## src/rtl/hmb_port.sv

```systemverilog
module hmb_port (
  input  logic       clk,
  input  logic       rst_n,
  input  logic       host_cs_n,
  input  logic       host_rd_n,
  input  logic       host_wr_n,
  input  logic [1:0] host_addr,
  input  logic [7:0] host_wdata,
  output logic [7:0] host_rdata,
  output logic       host_irq_n,
  output logic [7:0] ctl_reg,
  output logic       mb_new,
  output logic [7:0] mb_ctrl,
  output logic [7:0] mb_data,
  output logic       mb_word,
  input  logic       mb_take,
  input  logic       rsp_post,
  input  logic       rsp_unsol,
  input  logic [6:0] rsp_ctrl,
  input  logic [7:0] rsp_data
  ,output logic      rsp_room
);

  logic [2:0] wr_s, rd_s;
  logic       wr_evt, rd_evt;
  logic [7:0] cmd_hold;
  logic       ovr;
  logic       rsp_full;
  logic [7:0] out_ctrl, out_data;
  logic [7:0] status;

  always_ff @(posedge clk or negedge rst_n) begin
    if (!rst_n) begin
      wr_s <= '0;
      rd_s <= '0;
    end else begin
      wr_s <= {wr_s[1:0], ~host_cs_n & ~host_wr_n};
      rd_s <= {rd_s[1:0], ~host_cs_n & ~host_rd_n};
    end
  end

  assign wr_evt = wr_s[2] & ~wr_s[1];
  assign rd_evt = rd_s[2] & ~rd_s[1];

  always_ff @(posedge clk or negedge rst_n) begin
    if (!rst_n) begin
      ctl_reg  <= '0;
      cmd_hold <= '0;
      mb_ctrl  <= '0;
      mb_data  <= '0;
      mb_new   <= 1'b0;
      ovr      <= 1'b0;
    end else begin
      if (mb_take) mb_new <= 1'b0;
      if (wr_evt) begin
        case (host_addr)
          2'b00: ctl_reg <= host_wdata;
          2'b01: ovr <= 1'b0;
          2'b10: cmd_hold <= host_wdata;
          default: begin
            if (mb_new && !mb_take) begin
              ovr <= 1'b1;
            end else begin
              mb_ctrl <= cmd_hold;
              mb_data <= host_wdata;
              mb_new  <= 1'b1;
            end
          end
        endcase
      end
    end
  end

  always_ff @(posedge clk or negedge rst_n) begin
    if (!rst_n) begin
      rsp_full <= 1'b0;
      out_ctrl <= '0;
      out_data <= '0;
    end else if (rsp_full) begin
      if (rd_evt && host_addr == 2'b11) rsp_full <= 1'b0;
    end else if (rsp_post) begin
      rsp_full <= 1'b1;
      out_ctrl <= {rsp_unsol, rsp_ctrl};
      out_data <= rsp_data;
    end
  end

  assign mb_word    = mb_ctrl[6];
  assign host_irq_n = ~rsp_full;
  assign rsp_room   = ~rsp_full;
  assign status     = {5'b0, ovr, mb_new, rsp_full};

  always_comb begin
    case (host_addr)
      2'b00:   host_rdata = ctl_reg;
      2'b01:   host_rdata = status;
      2'b10:   host_rdata = out_ctrl;
      default: host_rdata = out_data;
    endcase
  end


  post_irq_chk: assert property (@(posedge clk) disable iff (!rst_n)
    (rsp_post && rsp_room) |=> !host_irq_n);


  release_chk: assert property (@(posedge clk) disable iff (!rst_n)
    (rd_evt && host_addr == 2'b11 && !host_irq_n) |=> (host_irq_n && rsp_room));


  new_mail_chk: assert property (@(posedge clk) disable iff (!rst_n)
    $rose(mb_new) |-> $past(wr_evt && host_addr == 2'b11));


  mail_hold_chk: assert property (@(posedge clk) disable iff (!rst_n)
    (mb_new && !mb_take) |=> ($stable(mb_data) && $stable(mb_ctrl)));


  ovr_sticky_chk: assert property (@(posedge clk) disable iff (!rst_n)
    (ovr && !(wr_evt && host_addr == 2'b01)) |=> ovr);


  full_hold_chk: assert property (@(posedge clk) disable iff (!rst_n)
    (!rsp_room && !rd_evt) |=> ($stable(out_data) && !rsp_room));

endmodule

```

## config.mk

```make
export PLATFORM = sky130hd
export DESIGN_NAME = hmb_port
export DESIGN_NICKNAME = d
export VERILOG_FILES = /design/src/rtl/hmb_port.sv
export SDC_FILE = /design/constraint.sdc
export NUM_CORES = 1
export LEC_CHECK = 0
export ABC_AREA = 1
export BUFFER_PORTS_ARGS = -buffer_cell sky130_fd_sc_hd__buf_2
export CAP_MARGIN = 15
export CELL_PAD_IN_SITES_DETAIL_PLACEMENT = 0
export CELL_PAD_IN_SITES_GLOBAL_PLACEMENT = 1
export CORE_MARGIN = 5
export CORE_UTILIZATION = 39
export CTS_BUF_LIST = sky130_fd_sc_hd__clkbuf_4
export DETAILED_ROUTE_END_ITERATION = 8
export GPL_ROUTABILITY_DRIVEN = 0
export HOLD_SLACK_MARGIN = 0.03
export PLACE_DENSITY = 0.86
export SETUP_SLACK_MARGIN = 0.1
export SKIP_CTS_REPAIR_TIMING = 1
export SLEW_MARGIN = 20
export SYNTH_ARGS = -nofsm -noshare
export SYNTH_HDL_FRONTEND = slang
export SYNTH_SLANG_ARGS = --single-unit
```

## constraint.sdc

```tcl
create_clock -name clk -period 1.6 [get_ports clk]
set_input_delay 0.32 -clock clk [delete_from_list [all_inputs] [get_ports clk]]
set_output_delay 0.32 -clock clk [all_outputs]
set_load 0.005 [all_outputs]
```

### Yosys cells after proc, flatten, opt, wreduce, memory -nomap -nowiden

Cells that the tools add are included.

| word-level totals | value |
|---|---|
| register bits after elaboration | 57 |
| bits in latches | 0 |
| memory bits (writable) | 0 |
| bits in read-only memories | 0 |
| input port bits | 33 |
| output and inout port bits | 36 |
| word-level logic and storage cells | 49 |
| memories | 0 |

| operators by class | value |
|---|---|
| add/subtract/negate cells | 0 |
| multipliers | 0 |
| divide/modulo/power cells | 0 |
| $lt $le $gt $ge | 0 |
| equality and inequality tests | 3 |
| shift-type cells | 0 |
| muxes and demuxes | 10 |
| bitwise operators | 13 |
| reductions and logical operators | 12 |

Operator list:

| kind | number |
|---|---|
| case mux 8 bit (3 select lines) | 1 |
| inverter 1 bit | 9 |
| two-way mux 1 bit | 8 |
| AND reduction 2 bit | 3 |
| AND reduction 3 bit | 2 |
| AND 1 bit | 4 |
| == test 2 bit, second input constant | 2 |
| OR reduction 3 bit | 1 |
| == test 2 x 1 -> 1 bit, second input constant | 1 |
| logical AND 1 bit | 2 |
| logical NOT 2 bit | 1 |
| case mux 1 bit (2 select lines) | 1 |
| nonzero test 2 bit | 1 |
| OR reduction 2 bit | 1 |
| logical NOT 1 bit | 1 |

### Longest topological paths before layout

Gate-level depths: netlist of the first run.

| logic depth | value |
|---|---|
| depth after elaboration | 5 |
| mapped depth | 7 |
| mapped depth without buffers | 6 |

### Least setup slack after synthesis of the first run

Ideal clock, no wire load.

| timing | value |
|---|---|
| path type | register to output |
| start | register rsp_full |
| end | output port rsp_room |
| data arrival time | 966 ps |
| data required time | 1280 ps |
| setup slack | 314 ps |
| stages on the path, launching flop included | 4 |
| path buffers | 2 |
| cells stage by stage | dfrtp_1 > clkinv_1 > clkbuf_1 > buf_4 |

| between the ends | value |
|---|---|
| word-level cells in the longest chain between the ends | 1 |

RTL lines:

| what | RTL line | source |
|---|---|---|
| start: declaration | 28 | `logic rsp_full;` |
| start signal: assignment | 76 | `rsp_full <= 1'b0;` |
| start signal: assignment | 80 | `if (rd_evt && host_addr == 2'b11) rsp_full <= 1'b0;` |
| start signal: assignment | 82 | `rsp_full <= 1'b1;` |
| inverter 1 bit (no source line) | -- |  |
| end: declaration | 21 | `,output logic rsp_room` |

Every way passes these cells.

### Worst setup path after layout of the first run

| timing | value |
|---|---|
| start | register rsp_full |
| end | output port host_irq_n |

| between the ends | value |
|---|---|
| word-level cells in the longest chain between the ends | 1 |

RTL lines:

| what | RTL line | source |
|---|---|---|
| inverter 1 bit (no source line) | -- |  |
| end: declaration | 10 | `output logic host_irq_n,` |

Every way passes these cells.

==> out/results.ini, run 1 <==
[synth]
synth_nets=304
synthSimpleGateAreaFrac_pct=31.16
syn_area_sq_um=2401
synth_fa_ha_area_share_pct=0
yosysTopAreaCellShare_pct=59.41
ys_top_cells_by_area=dfrtp_1 (59%), nand2_1 (18%), nand3_1 (8.3%), o21ai_0 (3.5%), inv_1 (2.0%)
synthMuxAreaShare_pct=0
seq_area_frac_synth_pct=59.41
ys_seq_elements=57
synth_xor_area_share_pct=0
syn_inst=271
ys_types=17
yosysWarnings=0
synth_compound_area_share_pct=3.544
synth_top_family_by_area=simple AND/OR/NAND/NOR gates
avgSynthCellArea_sq_um=8.860
yosysTopAreaCell=dfrtp_1

[route]
drt_iter0_drc=69
drtPass1Iterations=4
avgViaCountPerCell=4.730
postRouteWirelength_microns=5801
antenna_left=0
post_drt_wl_per_cell_microns=13.49
dr_total_vias=2034
drc_errors=0

[setup_path]
cp-startpoint=rsp_full$_DFF_PN0_
crit_path_cell_trace=clkinvlp_4, buf_2
worstPathRequired_ns=1.28
slowest_stage=dfrtp_1
crit_type=reg -> out
crit_fanout=6
crit_buf_inv=2
cp_slowest_stage_delay_ns=0.43
path_delay_family=flip-flops
endpoint_kind=output port
timing.rr.start=rsp_full$_DFF_PN0_
arrival_ns=1.13
crit_path_start_kind=register

[cts]
clkLatencyLatePin_ns=0.38
clockRootBuffer=clkbuf_4
cts_buffer_depth=2
clk_pin_slew_worst_paths_ns=0.09
numCtsBuffers=9
cts_tree=yes
h-tree-depth=3
clock-sinks=57

[power]
ir_worst_vdd_v=0.0005083
leakagePower_nw=1.684
p_per_area_nw_per_um2=1317

[placed_design]
port_buffers=68
dp_hpwl_microns=4241

[global_routing]
grt_pass1_vias=2061
grt_pass1_wl_microns=9563
track_usage_pct=16.15
antenna_found_initial=0
grt_max_degree=44
grt_remaining_overflow=0

[sta]
setup_viol=0
finalCritPeriodShare_pct=90.75
whs_ns=0.07259
worst_slew_pin_slew_ns=0.4195
min_period_ns=1.452
skew_ns=0.01073
relSlewSlack_pct=71.97
fmax_ghz=0.6887
setup_tns_ns=0
timing.final.hold_violations=0
rsz0062_at_grt=yes
maxSlewViolCount=0

[layout]
n_antenna_cell=0
fill_cells=603
fin_nets=385
drive_gt1_share_pct=29.01
area_growth_pct=24.34
mostFrequentLayoutCells=nand2_1 (114), buf_2 (67), dfrtp_1 (57)
layout_commonest_cell=nand2_1

[die]
die-area_sq_um=7826
core_sq_um=5956
core.rowCount=28
die_h_microns=88.47
die_w_microns=88.47
start_util_pct=40.32
io_pins=69

[min_path]
worstHoldPathType=in -> reg
hp-start=host_rd_n

[status]
status=finished, final reports clean

[run]
cap_violations=0

## cell usage after synthesis
cell	n
dfrtp_1	57
nand3_1	40
buf_4	2
o21ai_0	17
nand4_1	3
nor2_4	2
nand2_2	1
nor2_1	5
clkbuf_1	4
nor2_8	1
nand2_4	2
nand2_1	115
clkinv_1	2
buf_2	2
inv_1	13
buf_6	4
nand3b_1	1
## per-stage QoR
step	cells	worst slack, ns	util, %	cell area [sq um]	power (mW)
floorplan	271	0.3145	-	2401	2.588
global placement	408	0.1656	47.14	2808	3.029
detailed placement	408	0.1112	47.14	2808	3.059
CTS	422	-0.02306	48.78	2905	3.882
global route	430	0.07781	50.13	2985	4.223
finish	430	0.1481	50.13	2985	3.932
## cell families (layout without fill, tap and decap cells)
logic type	after synthesis	in the layout
AO/OA/AOI/OAI	17	17
buffers and inverters	27	111
flip-flops	57	57
AND/OR/NAND/NOR	170	170
## per-layer routing
| metal | global-route usage, % | vias to the layer above | share of wire [%] |
|---|---|---|---|
| met5 | 0 | - | 0 |
| met4 | 5.769 | 0 | 1.2 |
| met3 | 5.307 | 8 | 5.7 |
| met2 | 24.88 | 50 | 47 |
| met1 | 21.44 | 949 | 46 |
| li1 | - | 1027 | - |
## final cells by class
| cell class | count | area (sq um) | area share, % |
|---|---|---|---|
| Sequential cell | 57 | 1426 | 47.78 |
| Multi-Input combinational cell | 187 | 840.8 | 28.16 |
| Timing Repair Buffer | 82 | 462.9 | 15.51 |
| Tap cell | 75 | 93.84 | 3.143 |
| Clock buffer | 12 | 90.09 | 3.018 |
| Inverter | 15 | 63.81 | 2.137 |
| Clock inverter | 2 | 7.507 | 0.2515 |
## where the power goes
group	switching [mW]	internal (mW)
Sequential	0.248	1.83
Combinational	0.545	0.496
Clock	0.464	0.347
Total	1.26	2.68
## final timing paths
check                                          end  slack (ns)  cells after the start
min reg2reg                      wr_s[1]$_DFF_PN0_        0.36                      0
max in group asynchronous  out_data[7]$_DFFE_PN0P_        0.67                      3
min in group asynchronous  out_data[4]$_DFFE_PN0P_        0.38                      2
max                                     host_irq_n        0.15                      2
min                              rd_s[0]$_DFF_PN0_        0.07                      2
max reg2reg                out_data[5]$_DFFE_PN0P_        0.31                      6
Power figures use the tool's default switching activity.
==> run 2: changes to the inputs <==
--- a/config.mk
+++ b/config.mk
@@ -16,4 +16,5 @@
 export DETAILED_ROUTE_END_ITERATION = 8
 export GPL_ROUTABILITY_DRIVEN = 0
+export GPL_TIMING_DRIVEN = 0
 export HOLD_SLACK_MARGIN = 0.03
 export PLACE_DENSITY = 0.86
==> constraint.sdc (replaced) <==
create_clock -name clk -period 1.6 [get_ports clk]
set_input_delay 0.4 -clock clk [delete_from_list [all_inputs] [get_ports clk]]
set_output_delay 0.4 -clock clk [all_outputs]
set_load 0.005 [all_outputs]
==> run 2 against run 1 <==
The flow now finishes with violations (negative setup slack). Clock skew up 0.0016 ns. Cell count rose by 4.4%. Non-clock buffer count increased by 16. Global-route usage fell by 0.28 points. Via count grew 3.9%. Die area is the same. Final area up 6.2%. Routed wire length is 0.88% higher. Critical path type unchanged. Largest power group unchanged.
==> out/results.ini, run 2 (synthesis gave the netlist of run 1 again) <==
[setup_path]
rrSetupSlack_ns=0.20
cp-startpoint=rsp_full$_DFF_PN0_
endpoint_kind=output port
cp_slowest_stage_delay_ns=0.43
crit_path_cell_trace=clkinvlp_4, buf_6, buf_6, buf_6
r2r-end=out_data[5]$_DFFE_PN0P_
slowest_stage=dfrtp_1
worstPathRequired_ns=1.20
crit_top_cell=buf_6
reg2reg_depth=6
crit_type=reg -> out
critPathCapture=rsp_room
crit_buf_inv=4
crit_fanout=6
path_delay_family=buffers and inverters
timing.rr.start=rsp_full$_DFF_PN0_
worst-path-stages=4
crit_path_start_kind=register
arrival_ns=1.28

[cts]
clock-sinks=57
clkLatencyLatePin_ns=0.38
clockRootBuffer=clkbuf_4
cts_buffer_depth=2
clk_pin_slew_worst_paths_ns=0.09
cts_tree=yes
h-tree-depth=3
numCtsBuffers=9

[layout]
fill_cells=566
n_antenna_cell=0
multi_input_area_sq_um=845.8
drive_gt1_share_pct=32.62
final_area_sq_um=3171
fin_nets=402
mostFrequentLayoutCells=nand2_1 (112), buf_2 (63), dfrtp_1 (57)
seqCellArea_sq_um=1426
area_growth_pct=32.05
layout_commonest_cell=nand2_1

[route]
dr_total_vias=2114
post_drt_wl_per_cell_microns=13.03
antenna_left=0
avgViaCountPerCell=4.708
drc_errors=0
drtPass1Iterations=4
drt_iter0_drc=108
postRouteWirelength_microns=5852

[die]
core.rowCount=28
die-area_sq_um=7826
die_h_microns=88.47
start_util_pct=40.32
die_w_microns=88.47
io_pins=69
core_sq_um=5956

[sta]
worst_slew_pin_slew_ns=0.6982
finalCritPeriodShare_pct=105.2
timing.final.hold_violations=0
fin_ws_ns=-0.08381
skew_ns=0.01228
setup_viol=1
maxSlewViolCount=0
whs_ns=0.06969
setup_tns_ns=-0.08381
fmax_ghz=0.5939
min_period_ns=1.684
relSlewSlack_pct=53.45
rsz0062_at_grt=yes

[min_path]
worstHoldPathType=in -> async

[placed_design]
placed_area_sq_um=2828
pre_cts_slack_ns=-0.1086
port_buffers=66
dp_hpwl_microns=4186

[power]
power.switching_mw=1.301
p_seq_share_pct=48.3
p_int_mw=2.973
p_per_area_nw_per_um2=1348
leakagePower_nw=1.783
p_comb_share_pct=29.0
total_power_mw=4.274
clkPwrFrac_pct=22.7
ir_worst_vdd_v=0.0004836
swShare_pct=30.45

[status]
status=finished with violations
violations=negative setup slack

[global_routing]
track_usage_pct=15.87
grt_pass1_vias=1986
grt_pass1_wl_microns=9363
grt_max_degree=58
antenna_found_initial=0
grt_remaining_overflow=0

[run]
cap_violations=0

run 2: cell types whose count changed in the layout (fill, tap and decap cells not counted), sizes merged:
cell         delta
clkinv          +2
buf            +14
clkbuf          +2
dlygate4sd3     -1
bufinv          +1
clkinvlp        +1
run 2: worst min path at each step:
stage                            startpoint                       to  slack [ns]
after CTS                             rst_n  out_ctrl[6]$_DFFE_PN0P_        0.07
after global placement    rd_s[0]$_DFF_PN0_        rd_s[1]$_DFF_PN0_        0.33
after floorplan                       rst_n  cmd_hold[0]$_DFFE_PN0P_        0.10
final                                 rst_n  out_data[3]$_DFFE_PN0P_        0.07
after global routing                  rst_n  out_data[3]$_DFFE_PN0P_        0.11
after detailed placement  rd_s[0]$_DFF_PN0_        rd_s[1]$_DFF_PN0_        0.34
run 2: stage by stage:
| step | cells | util [%] |
|---|---|---|
| finish | 449 | 53.24 |
| global route | 449 | 53.24 |
| CTS | 428 | 49.64 |
| detailed placement | 412 | 47.48 |
| global placement | 412 | 47.44 |
| floorplan | 271 | - |
run 2: final cells by class:
type	count	share of cell area [%]
repair inverters	1	0.2368
inverters	15	2.013
flip-flops and latches	57	44.99
clock buffers	11	2.605
plain buffers	12	3.118
repair buffers	86	15.94
multi-input cells	187	26.68
well taps	75	2.960
clock inverters	5	1.460
run 2: metal layers:
layer  GRT usage (%)  part of all wire (%)  up-vias
met5               0                     0        -
met4           7.418                   1.5        0
met3           4.749                   5.7       11
met2           23.32                    47       48
met1           21.59                    46      996
li1                -                     -     1059
run 2: worst reg2reg max path, delay by kind of cell, from the launching register on:
kind	cells	cell delay, ns
buffers and inverters	3	0.57
DFF	1	0.43
and+or+nand+nor	3	0.35
run 2: power groups by stage:
| stage | registers, mW | logic, mW | clock network [mW] |
|---|---|---|---|
| after floorplan | 2.05 | 0.536 | 0 |
| after global placement | 2.08 | 0.942 | 0 |
| after detailed placement | 2.08 | 0.967 | 0 |
| after CTS | 2.06 | 0.968 | 1.00 |
| after global routing | 2.12 | 1.42 | 1.07 |
| final | 2.07 | 1.24 | 0.969 |
